<file path="src/rtl/irqd_pkg.sv">
package irqd_pkg;

  typedef enum logic [3:0] {
    IRQC_OFF    = 4'h0,
    IRQC_LVL_LO = 4'h8,
    IRQC_RISE   = 4'h9,
    IRQC_FALL   = 4'hA,
    IRQC_BOTH   = 4'hB,
    IRQC_LVL_HI = 4'hC
  } irqc_e;

  typedef struct packed {
    logic lvl_lo;
    logic lvl_hi;
    logic rise;
    logic fall;
  } det_sel_t;

  function automatic det_sel_t decode_irqc(logic [3:0] code);
    det_sel_t s;
    s = '0;
    case (code)
      IRQC_LVL_LO: s.lvl_lo = 1'b1;
      IRQC_LVL_HI: s.lvl_hi = 1'b1;
      IRQC_RISE:   s.rise   = 1'b1;
      IRQC_FALL:   s.fall   = 1'b1;
      IRQC_BOTH: begin
        s.rise = 1'b1;
        s.fall = 1'b1;
      end
      default: s = '0;  // unlisted codes act as disabled
    endcase
    return s;
  endfunction

endpackage

</file>
<file path="src/rtl/irqd_sync.sv">
module irqd_sync #(
  parameter int WIDTH  = 32,
  parameter int STAGES = 2
) (
  input  logic             clk_i,
  input  logic             rst_ni,
  input  logic [WIDTH-1:0] d_i,
  output logic [WIDTH-1:0] q_o
);

  logic [STAGES-1:0][WIDTH-1:0] chain_q;

  generate
    for (genvar s = 0; s < STAGES; s++) begin : g_stage
      if (s == 0) begin : g_first
        always_ff @(posedge clk_i or negedge rst_ni) begin
          if (!rst_ni) chain_q[s] <= '0;
          else         chain_q[s] <= d_i;
        end
      end else begin : g_next
        always_ff @(posedge clk_i or negedge rst_ni) begin
          if (!rst_ni) chain_q[s] <= '0;
          else         chain_q[s] <= chain_q[s-1];
        end
      end
    end
  endgenerate

  assign q_o = chain_q[STAGES-1];

endmodule

</file>
<file path="src/rtl/irqd_pin_detect.sv">
module irqd_pin_detect
  import irqd_pkg::*;
(
  input  logic       clk_i,
  input  logic       rst_ni,
  input  logic       lvl_i,
  input  logic [3:0] cfg_i,
  output logic       evt_o
);

  logic     prev_q;
  det_sel_t sel;

  // tracks level regardless of mode so enabling never sees a stale edge
  always_ff @(posedge clk_i or negedge rst_ni) begin
    if (!rst_ni) prev_q <= 1'b0;
    else         prev_q <= lvl_i;
  end

  assign sel   = decode_irqc(cfg_i);
  assign evt_o = (sel.lvl_hi &  lvl_i)
               | (sel.lvl_lo & ~lvl_i)
               | (sel.rise   &  lvl_i & ~prev_q)
               | (sel.fall   & ~lvl_i &  prev_q);

endmodule

</file>
<file path="src/rtl/irqd_regfile.sv">
module irqd_regfile #(
  parameter int          NUM_PINS  = 32,
  parameter int          ADDR_W    = 8,
  parameter int          DATA_W    = 32,
  parameter int          FIELD_LSB = 16,
  parameter logic [7:0]  STAT_ADDR = 8'hA0
) (
  input  logic                     clk_i,
  input  logic                     rst_ni,
  input  logic                     bus_req_i,
  input  logic                     bus_we_i,
  input  logic [ADDR_W-1:0]        bus_addr_i,
  input  logic [DATA_W-1:0]        bus_wdata_i,
  output logic [DATA_W-1:0]        bus_rdata_o,
  input  logic [NUM_PINS-1:0]      stat_i,
  output logic [NUM_PINS-1:0]      clr_o,
  output logic [NUM_PINS-1:0][3:0] cfg_o
);

  localparam int IDX_W = ADDR_W - 2;
  localparam int PIN_W = $clog2(NUM_PINS);
  localparam logic [IDX_W-1:0] STAT_IDX = IDX_W'(STAT_ADDR >> 2);

  logic [IDX_W-1:0]  idx;
  logic              ctrl_sel, stat_sel, wr, rd;
  logic [DATA_W-1:0] rd_word;
  logic              unused_addr_lsb;

  assign idx             = bus_addr_i[ADDR_W-1:2];
  assign unused_addr_lsb = ^bus_addr_i[1:0];
  assign ctrl_sel        = idx < IDX_W'(NUM_PINS);
  assign stat_sel        = idx == STAT_IDX;
  assign wr              = bus_req_i &  bus_we_i;
  assign rd              = bus_req_i & ~bus_we_i;

  assign clr_o = (wr && stat_sel) ? bus_wdata_i[NUM_PINS-1:0] : '0;

  generate
    for (genvar p = 0; p < NUM_PINS; p++) begin : g_cfg
      always_ff @(posedge clk_i or negedge rst_ni) begin
        if (!rst_ni)
          cfg_o[p] <= 4'h0;
        else if (wr && ctrl_sel && idx == IDX_W'(p))
          cfg_o[p] <= bus_wdata_i[FIELD_LSB +: 4];
      end
    end
  endgenerate

  always_comb begin
    rd_word = '0;
    if (ctrl_sel)
      rd_word[FIELD_LSB +: 4] = cfg_o[idx[PIN_W-1:0]];
    else if (stat_sel)
      rd_word[NUM_PINS-1:0] = stat_i;
  end

  always_ff @(posedge clk_i or negedge rst_ni) begin
    if (!rst_ni)  bus_rdata_o <= '0;
    else if (rd)  bus_rdata_o <= rd_word;
  end

endmodule

</file>
<file path="src/rtl/irqd_port.sv">
module irqd_port #(
  parameter int         NUM_PINS    = 32,
  parameter int         SYNC_STAGES = 2,
  parameter int         ADDR_W      = 8,
  parameter int         DATA_W      = 32,
  parameter int         FIELD_LSB   = 16,
  parameter logic [7:0] STAT_ADDR   = 8'hA0
) (
  input  logic                clk_i,
  input  logic                rst_ni,
  input  logic [NUM_PINS-1:0] pin_i,
  input  logic                bus_req_i,
  input  logic                bus_we_i,
  input  logic [ADDR_W-1:0]   bus_addr_i,
  input  logic [DATA_W-1:0]   bus_wdata_i,
  output logic [DATA_W-1:0]   bus_rdata_o,
  output logic                irq_o
);

  logic [NUM_PINS-1:0]      lvl_s;
  logic [NUM_PINS-1:0]      evt;
  logic [NUM_PINS-1:0]      clr;
  logic [NUM_PINS-1:0]      stat_q;
  logic [NUM_PINS-1:0][3:0] cfg;

  irqd_sync #(.WIDTH(NUM_PINS), .STAGES(SYNC_STAGES)) u_sync (
    .clk_i (clk_i),
    .rst_ni(rst_ni),
    .d_i   (pin_i),
    .q_o   (lvl_s)
  );

  generate
    for (genvar p = 0; p < NUM_PINS; p++) begin : g_pin
      irqd_pin_detect u_det (
        .clk_i (clk_i),
        .rst_ni(rst_ni),
        .lvl_i (lvl_s[p]),
        .cfg_i (cfg[p]),
        .evt_o (evt[p])
      );
    end
  endgenerate

  irqd_regfile #(
    .NUM_PINS (NUM_PINS),
    .ADDR_W   (ADDR_W),
    .DATA_W   (DATA_W),
    .FIELD_LSB(FIELD_LSB),
    .STAT_ADDR(STAT_ADDR)
  ) u_regs (
    .clk_i      (clk_i),
    .rst_ni     (rst_ni),
    .bus_req_i  (bus_req_i),
    .bus_we_i   (bus_we_i),
    .bus_addr_i (bus_addr_i),
    .bus_wdata_i(bus_wdata_i),
    .bus_rdata_o(bus_rdata_o),
    .stat_i     (stat_q),
    .clr_o      (clr),
    .cfg_o      (cfg)
  );

  // new detection takes priority over a same-cycle clear
  always_ff @(posedge clk_i or negedge rst_ni) begin
    if (!rst_ni) begin
      stat_q <= '0;
      irq_o  <= 1'b0;
    end else begin
      stat_q <= (stat_q & ~clr) | evt;
      irq_o  <= |stat_q;
    end
  end

endmodule

</file>
<file path="config.mk">
export PLATFORM = sky130hd
export DESIGN_NAME = irqd_port
export DESIGN_NICKNAME = d
export VERILOG_FILES = /design/src/rtl/irqd_pkg.sv /design/src/rtl/irqd_sync.sv /design/src/rtl/irqd_pin_detect.sv /design/src/rtl/irqd_regfile.sv /design/src/rtl/irqd_port.sv
export SDC_FILE = /design/constraint.sdc
export NUM_CORES = 1
export LEC_CHECK = 0
export BUFFER_PORTS_ARGS = -buffer_cell sky130_fd_sc_hd__buf_2
export CORE_ASPECT_RATIO = 1.2
export CORE_MARGIN = 10
export CORE_UTILIZATION = 64
export CTS_BUF_LIST = sky130_fd_sc_hd__clkbuf_16
export DETAILED_ROUTE_END_ITERATION = 10
export PLACE_DENSITY = 0.86
export SLEW_MARGIN = 15
export SYNTH_ARGS = -nofsm -noshare
export SYNTH_HDL_FRONTEND = slang
export SYNTH_HIERARCHICAL = 1
export SYNTH_SLANG_ARGS = --single-unit
</file>
<file path="constraint.sdc">
create_clock -name clk_i -period 2.85 [get_ports clk_i]
set_input_delay 0.285 -clock clk_i [delete_from_list [all_inputs] [get_ports clk_i]]
set_output_delay 0.285 -clock clk_i [all_outputs]
set_load 0.05 [all_outputs]
</file>
==> summary.txt, run 1 <==
Outcome = completed
Crit path launch = u_regs/cfg_o[45]$_DFFE_PN0P_
Critical Path AT = 2290 ps
Area of the core = 0.0201 mm²
Synth Warn # = 6
Number of routed nets with antenna violations = 0
I/O Buffers = 106
Clock Latency Late Sink = 550 ps
Max-cap violations = 0
Final min period = 1890 ps
Leakage = 6.90 nW
Slowest-stage cell, CP = mux4_2
Final number of max-transition violations = 0
Layout cells sized above 1 = 0.306
Setup WS post-layout = 957 ps
Synth unique cells = 46
Clock transition at the registers of the reported paths = 70 ps
Worst VDD drop = 537 µV
First-pass GRT wire length = 49400 µm
Worst Setup EP = u_regs/bus_rdata_o[17]$_DFFE_PN0P_
Synthesized flop and latch total = 289
Avg Inst Size Synth = 12.3 µm²
Part of the cycle the worst path needs = 0.664
Initial core utilization = 0.646
Critical Path End Type = flip-flop
Row count = 57
Setup repair after global routing missed its margin = false
Initial antenna violation count = 2
Hold path start = bus_wdata_i[1]
First-pass DRT Iterations = 5
I/O Pins = 109
Commonest cells after routing, fill and taps aside = dfrtp_1, nand2_1, mux2_2, buf_2, nor2_1
Finished layout cell area = 0.0150 mm²
Post-DP Area = 0.0136 mm²
PD cells = 679 mW/mm²
Sequential-to-total area share from yosys stat = 0.557
Number of cells on the critical path = 4
CTS Buf Count = 29
Final-report hold violation count = 0
Critical path class = flip-flop to flip-flop
Maximum clock rate = 528 MHz
Max Buffers Root-to-Sink = 3
WL/cell = 21.3 µm
Tightest Hold Check Type = input port to flip-flop
RR Endpoint = u_regs/bus_rdata_o[17]$_DFFE_PN0P_
Gate Count Post-Synth = 1055
Final HPWL DP = 21500 µm
TritonCTS clock tree = built
Place WS = 503 ps
Final setup skew = 17.9 ps
Fill count = 1221
Crit path buf inv count = 0
Total Nets Final = 1251
Vias = 8872
# resized after CTS = 0
Largest net degree at the start of global routing = 88
Critical path required time = 3240 ps
CP Max Fanout = 4
DRC = 0
Initial DRC count = 703
H-tree levels = 1
Gr usage total = 0.233
GP Congestion = 0.958
Die area = 0.0264 mm²
Hold Path Stages = 4
DRT Wirelength = 31200 µm
Vias in the first global route = 9191
CTS sink cnt = 289
Register cell area after layout = 0.00723 mm²
Flop-to-flop setup slack = 960 ps
Final setup viols = 0
R2R cell count = 4
CP delay by family, top = compound AO/OA/AOI/OAI gates
Final setup TNS = 0 ps
Root Buffer = clkbuf_16
Synth Net Count = 1131
Multi-input logic area = 0.00520 mm²
CP Launch Type = flip-flop
Crit path cell chain = mux4_2 > a22o_1 > o21ai_0 > a41oi_1
Area Growth Syn to Fin = 15.4%
Worst-margin pin slew = 782 ps
Die Y = 176 µm
Commonest non-fill, non-tap cell in the layout = dfrtp_1
Mapped Area = 0.0130 mm²
CP peak stage delay = 500 ps
GRT overflow = 0
Via/cell ratio = 6.05
Slew margin rel. = 0.479
Crit Reg-Reg Startpoint = u_regs/cfg_o[45]$_DFFE_PN0P_
Die X-Extent = 150 µm
## through the flow
step / instances / hold slack, ps / total power [W] / util
2_1_floorplan: 1055 / -10.6 / 0.00569 / -
3_3_place_gp: 1376 / 333 / 0.00607 / 0.678
3_5_place_dp: 1376 / 335 / 0.00615 / 0.678
4_1_cts: 1463 / 123 / 0.0102 / 0.745
5_1_grt: 1463 / 137 / 0.0105 / 0.745
6_report: 1466 / 130 / 0.0102 / 0.745
## worst min-delay path, stage by stage
cell    delay, ps
buf_2          90
and2_1        130
inv_1          50
a21o_1        100
## report_power, final
group,leakage [nW],switching (W),internal (W)
registers,3.66,0.000479,0.00455
logic,2.74,0.000548,0.000580
clock network,0.497,0.00161,0.00241
total,6.90,0.00263,0.00754
## Yosys cell counts (all sizes together)
cell | count | share of area
a2111oi | 1 | 0.00067
a211oi | 32 | 0.031
a21o | 32 | 0.019
a21oi | 1 | 0.00038
a221oi | 3 | 0.0020
a22o | 6 | 0.0040
a22oi | 6 | 0.0035
a41oi | 3 | 0.0020
and2 | 34 | 0.016
and3 | 2 | 0.00096
and4b | 2 | 0.0015
buf | 46 | 0.026
clkbuf | 26 | 0.0075
dfrtp | 289 | 0.56
inv | 33 | 0.0095
mux2 | 128 | 0.11
mux2i | 16 | 0.012
mux4 | 24 | 0.042
nand2 | 148 | 0.043
nand2b | 6 | 0.0029
nand3 | 5 | 0.0019
nand4 | 5 | 0.0024
nand4b | 1 | 0.00067
nand4bb | 1 | 0.00087
nor2 | 58 | 0.017
nor2b | 5 | 0.0026
nor3 | 2 | 0.0012
nor3b | 1 | 0.0014
nor4 | 8 | 0.0043
nor4bb | 32 | 0.025
o2111ai | 1 | 0.00067
o21ai | 31 | 0.012
o31a | 32 | 0.022
o32a | 1 | 0.00077
or2 | 34 | 0.016
## metal layers
layer  track usage  share of wire
met1         0.298           0.39
met2         0.394           0.50
met3        0.0412          0.083
met4        0.0762          0.028
met5             0              0
## worst min-delay path by stage
stage,to,slack [ps]
after floorplan,g_pin[0].u_det/prev_q$_DFF_PN0_,-10
after global placement,u_sync/q_o[27]$_DFF_PN0_,330
after detailed placement,u_sync/q_o[13]$_DFF_PN0_,330
after CTS,stat_q[3]$_DFF_PN0_,120
after global routing,stat_q[12]$_DFF_PN0_,140
final,stat_q[1]$_DFF_PN0_,130
## logic make-up after synthesis
logic type,count (synthesis),synth area share
AOI/OAI and AO/OA,149,0.0970
buffers and inverters,105,0.0431
DFF,289,0.557
muxes,168,0.165
and+or+nand+nor,344,0.138
## registers in the layout (all words and copies together) (netlist names)
name and count:
u_regs/cfg_o 128, u_regs/bus_rdata_o 32, u_sync/q_o 32, stat_q 32, irq_o 1, g_pin.u_det/prev_q 32, u_sync/chain_q 32
## repair_timing
action / CTS / global route
endpoints found under the hold margin: 110 / 0
setup buffers: 0 / 0
hold buffers: 33 / 0
## layout make-up
class,instances,share of cell area
Sequential cell,289,0.483
Multi-Input combinational cell,661,0.347
Timing Repair Buffer,161,0.0716
Clock buffer,29,0.0484
Tap cell,265,0.0221
Clock inverter,25,0.0195
Inverter,33,0.00827
Antenna cell,3,0.000501
(Power assumes the default switching activity.)
==> run 2: changes to the inputs <==
CORE_UTILIZATION = 60   (was 64)
PLACE_DENSITY = 0.81   (was 0.86)
clock period = 1.86 ns   (was 2.85 ns; I/O delays follow)
==> run 2 against run 1 <==
- global-route usage fell by 1.3 points
- critical path depth did not move
- cell count grew 1.8%
- worst setup slack lost 830 ps
- die area rose by 5.8%
- total power grew 45%
- non-clock buffer count is 26 higher
- routed wire length shrank 0.35%
- clock power grew 31%
==> summary.txt, run 2 (synthesis results as in run 1) <==
Post-CTS Setup Inserts = 0
Initial DRC count = 617
Maximum clock rate = 576 MHz
Vias in the first global route = 9431
Final setup viols = 0
Tightest Hold Check Type = input port to flip-flop
Final number of max-transition violations = 0
First-pass GRT wire length = 50000 µm
Register cell area after layout = 0.00723 mm²
Die Y = 181 µm
Initial core utilization = 0.615
Critical path required time = 2260 ps
DRT Wirelength = 31100 µm
Number of routed nets with antenna violations = 0
I/O Pins = 109
Total Power = 0.0148 W
Final setup TNS = 0 ps
TritonCTS clock tree = built
Total Nets Final = 1276
I/O Buffers = 106
Multi-input logic area = 0.00520 mm²
Final HPWL DP = 22400 µm
Worst VDD drop = 818 µV
Die X-Extent = 154 µm
Outcome = completed
PD cells = 979 mW/mm²
Clock Latency Late Sink = 550 ps
Final min period = 1740 ps
Die area = 0.0280 mm²
Post-layout util = 0.714
Critical Path End Type = flip-flop
Area Growth Syn to Fin = 16.2%
GRT overflow = 0
Commonest non-fill, non-tap cell in the layout = dfrtp_1
Max-cap violations = 0
H-tree levels = 1
Post-Layout Cell Count = 1493
Largest net degree at the start of global routing = 57
CP Max Fanout = 5
Gr usage total = 0.220
Vias = 8858
Flip-flop count of the largest register after layout = 128
Critical path class = flip-flop to flip-flop
WL/cell = 20.8 µm
Final setup skew = 21.8 ps
Part of the cycle the worst path needs = 0.933
Via/cell ratio = 5.93
Max Buffers Root-to-Sink = 3
Largest Register = u_regs/cfg_o
Root Buffer = clkbuf_16
Leakage = 6.99 nW
GP Congestion = 0.983
DRC = 0
Placed Instances = 1407
Slew margin rel. = 0.688
Initial antenna violation count = 5
Area of the core = 0.0211 mm²
Fill count = 1430
CP Launch Type = flip-flop
CTS Buf Count = 28
Worst-margin pin slew = 468 ps
First-pass DRT Iterations = 6
Layout cells sized above 1 = 0.314
Critical Path AT = 2140 ps
Row count = 58
Commonest cells after routing, fill and taps aside = dfrtp_1, nand2_1, mux2_2, buf_2, nor2_1
Clock transition at the registers of the reported paths = 60 ps
Final-report hold violation count = 0
Setup repair after global routing missed its margin = false
CTS sink cnt = 289
## run 2: metal layers
metal / GRT usage / up-vias / wire [µm]
met2: 0.353 / 304 / 14800
met4: 0.0851 / 6 / 1080
met5: 0 / - / 46
met3: 0.0649 / 86 / 2520
met1: 0.274 / 4458 / 12600
li1: - / 4004 / -
## run 2: cell type report
| class | count | share of cell area |
|---|---|---|
| clock buffer | 29 | 0.0481 |
| multi-input combinational | 661 | 0.345 |
| sequential | 289 | 0.479 |
| tap | 270 | 0.0224 |
| antenna | 2 | 0.000332 |
| clock inverter | 22 | 0.00804 |
| timing repair buffer | 187 | 0.0891 |
| inverter | 33 | 0.00821 |
## run 2: critical path: stages (launching register included)
cell and delay [ps]:
dfrtp_1 430, mux4_2 490, a22o_1 280, o21ai_1 240
a41oi_1 140
## run 2: report_power, final
part | total, W | switching, W | internal, W
clock network | 0.00527 | 0.00233 | 0.00294
logic | 0.00178 | 0.000839 | 0.000941
registers | 0.00772 | 0.000749 | 0.00697
## run 2: final timing paths
kind	from	end	slack, ps	cells after the start
max	u_regs/cfg_o[46]$_DFFE_PN0P_	u_regs/bus_rdata_o[18]$_DFFE_PN0P_	120	4
min	bus_wdata_i[1]	stat_q[1]$_DFF_PN0_	30	4
max reg2reg	u_regs/cfg_o[46]$_DFFE_PN0P_	u_regs/bus_rdata_o[18]$_DFFE_PN0P_	120	4
min reg2reg	u_sync/chain_q[16]$_DFF_PN0_	u_sync/q_o[16]$_DFF_PN0_	350	0
max in group asynchronous	rst_ni	u_regs/cfg_o[107]$_DFFE_PN0P_	1000	3
min in group asynchronous	rst_ni	u_regs/cfg_o[20]$_DFFE_PN0P_	160	2
## run 2: metrics by stage
| stage | setup WS (ps) | hold slack, ps | area, µm² |
|---|---|---|---|
| CTS | 162 | 20.0 | 15100 |
| detailed placement | 8.86 | 151 | 13900 |
| finish | 125 | 25.6 | 15100 |
| global route | 128 | 40.5 | 15100 |
| floorplan | 122 | -110 | 13000 |
| global placement | 47.3 | 147 | 13900 |
## run 2: timing repair
| item | 4_1_cts | 5_1_grt |
|---|---|---|
| hold buffers | 33 | 0 |
| setup endpoints to repair | 0 | 0 |
| endpoints found under the hold margin | 146 | 0 |
| gates resized for setup | 0 | 0 |
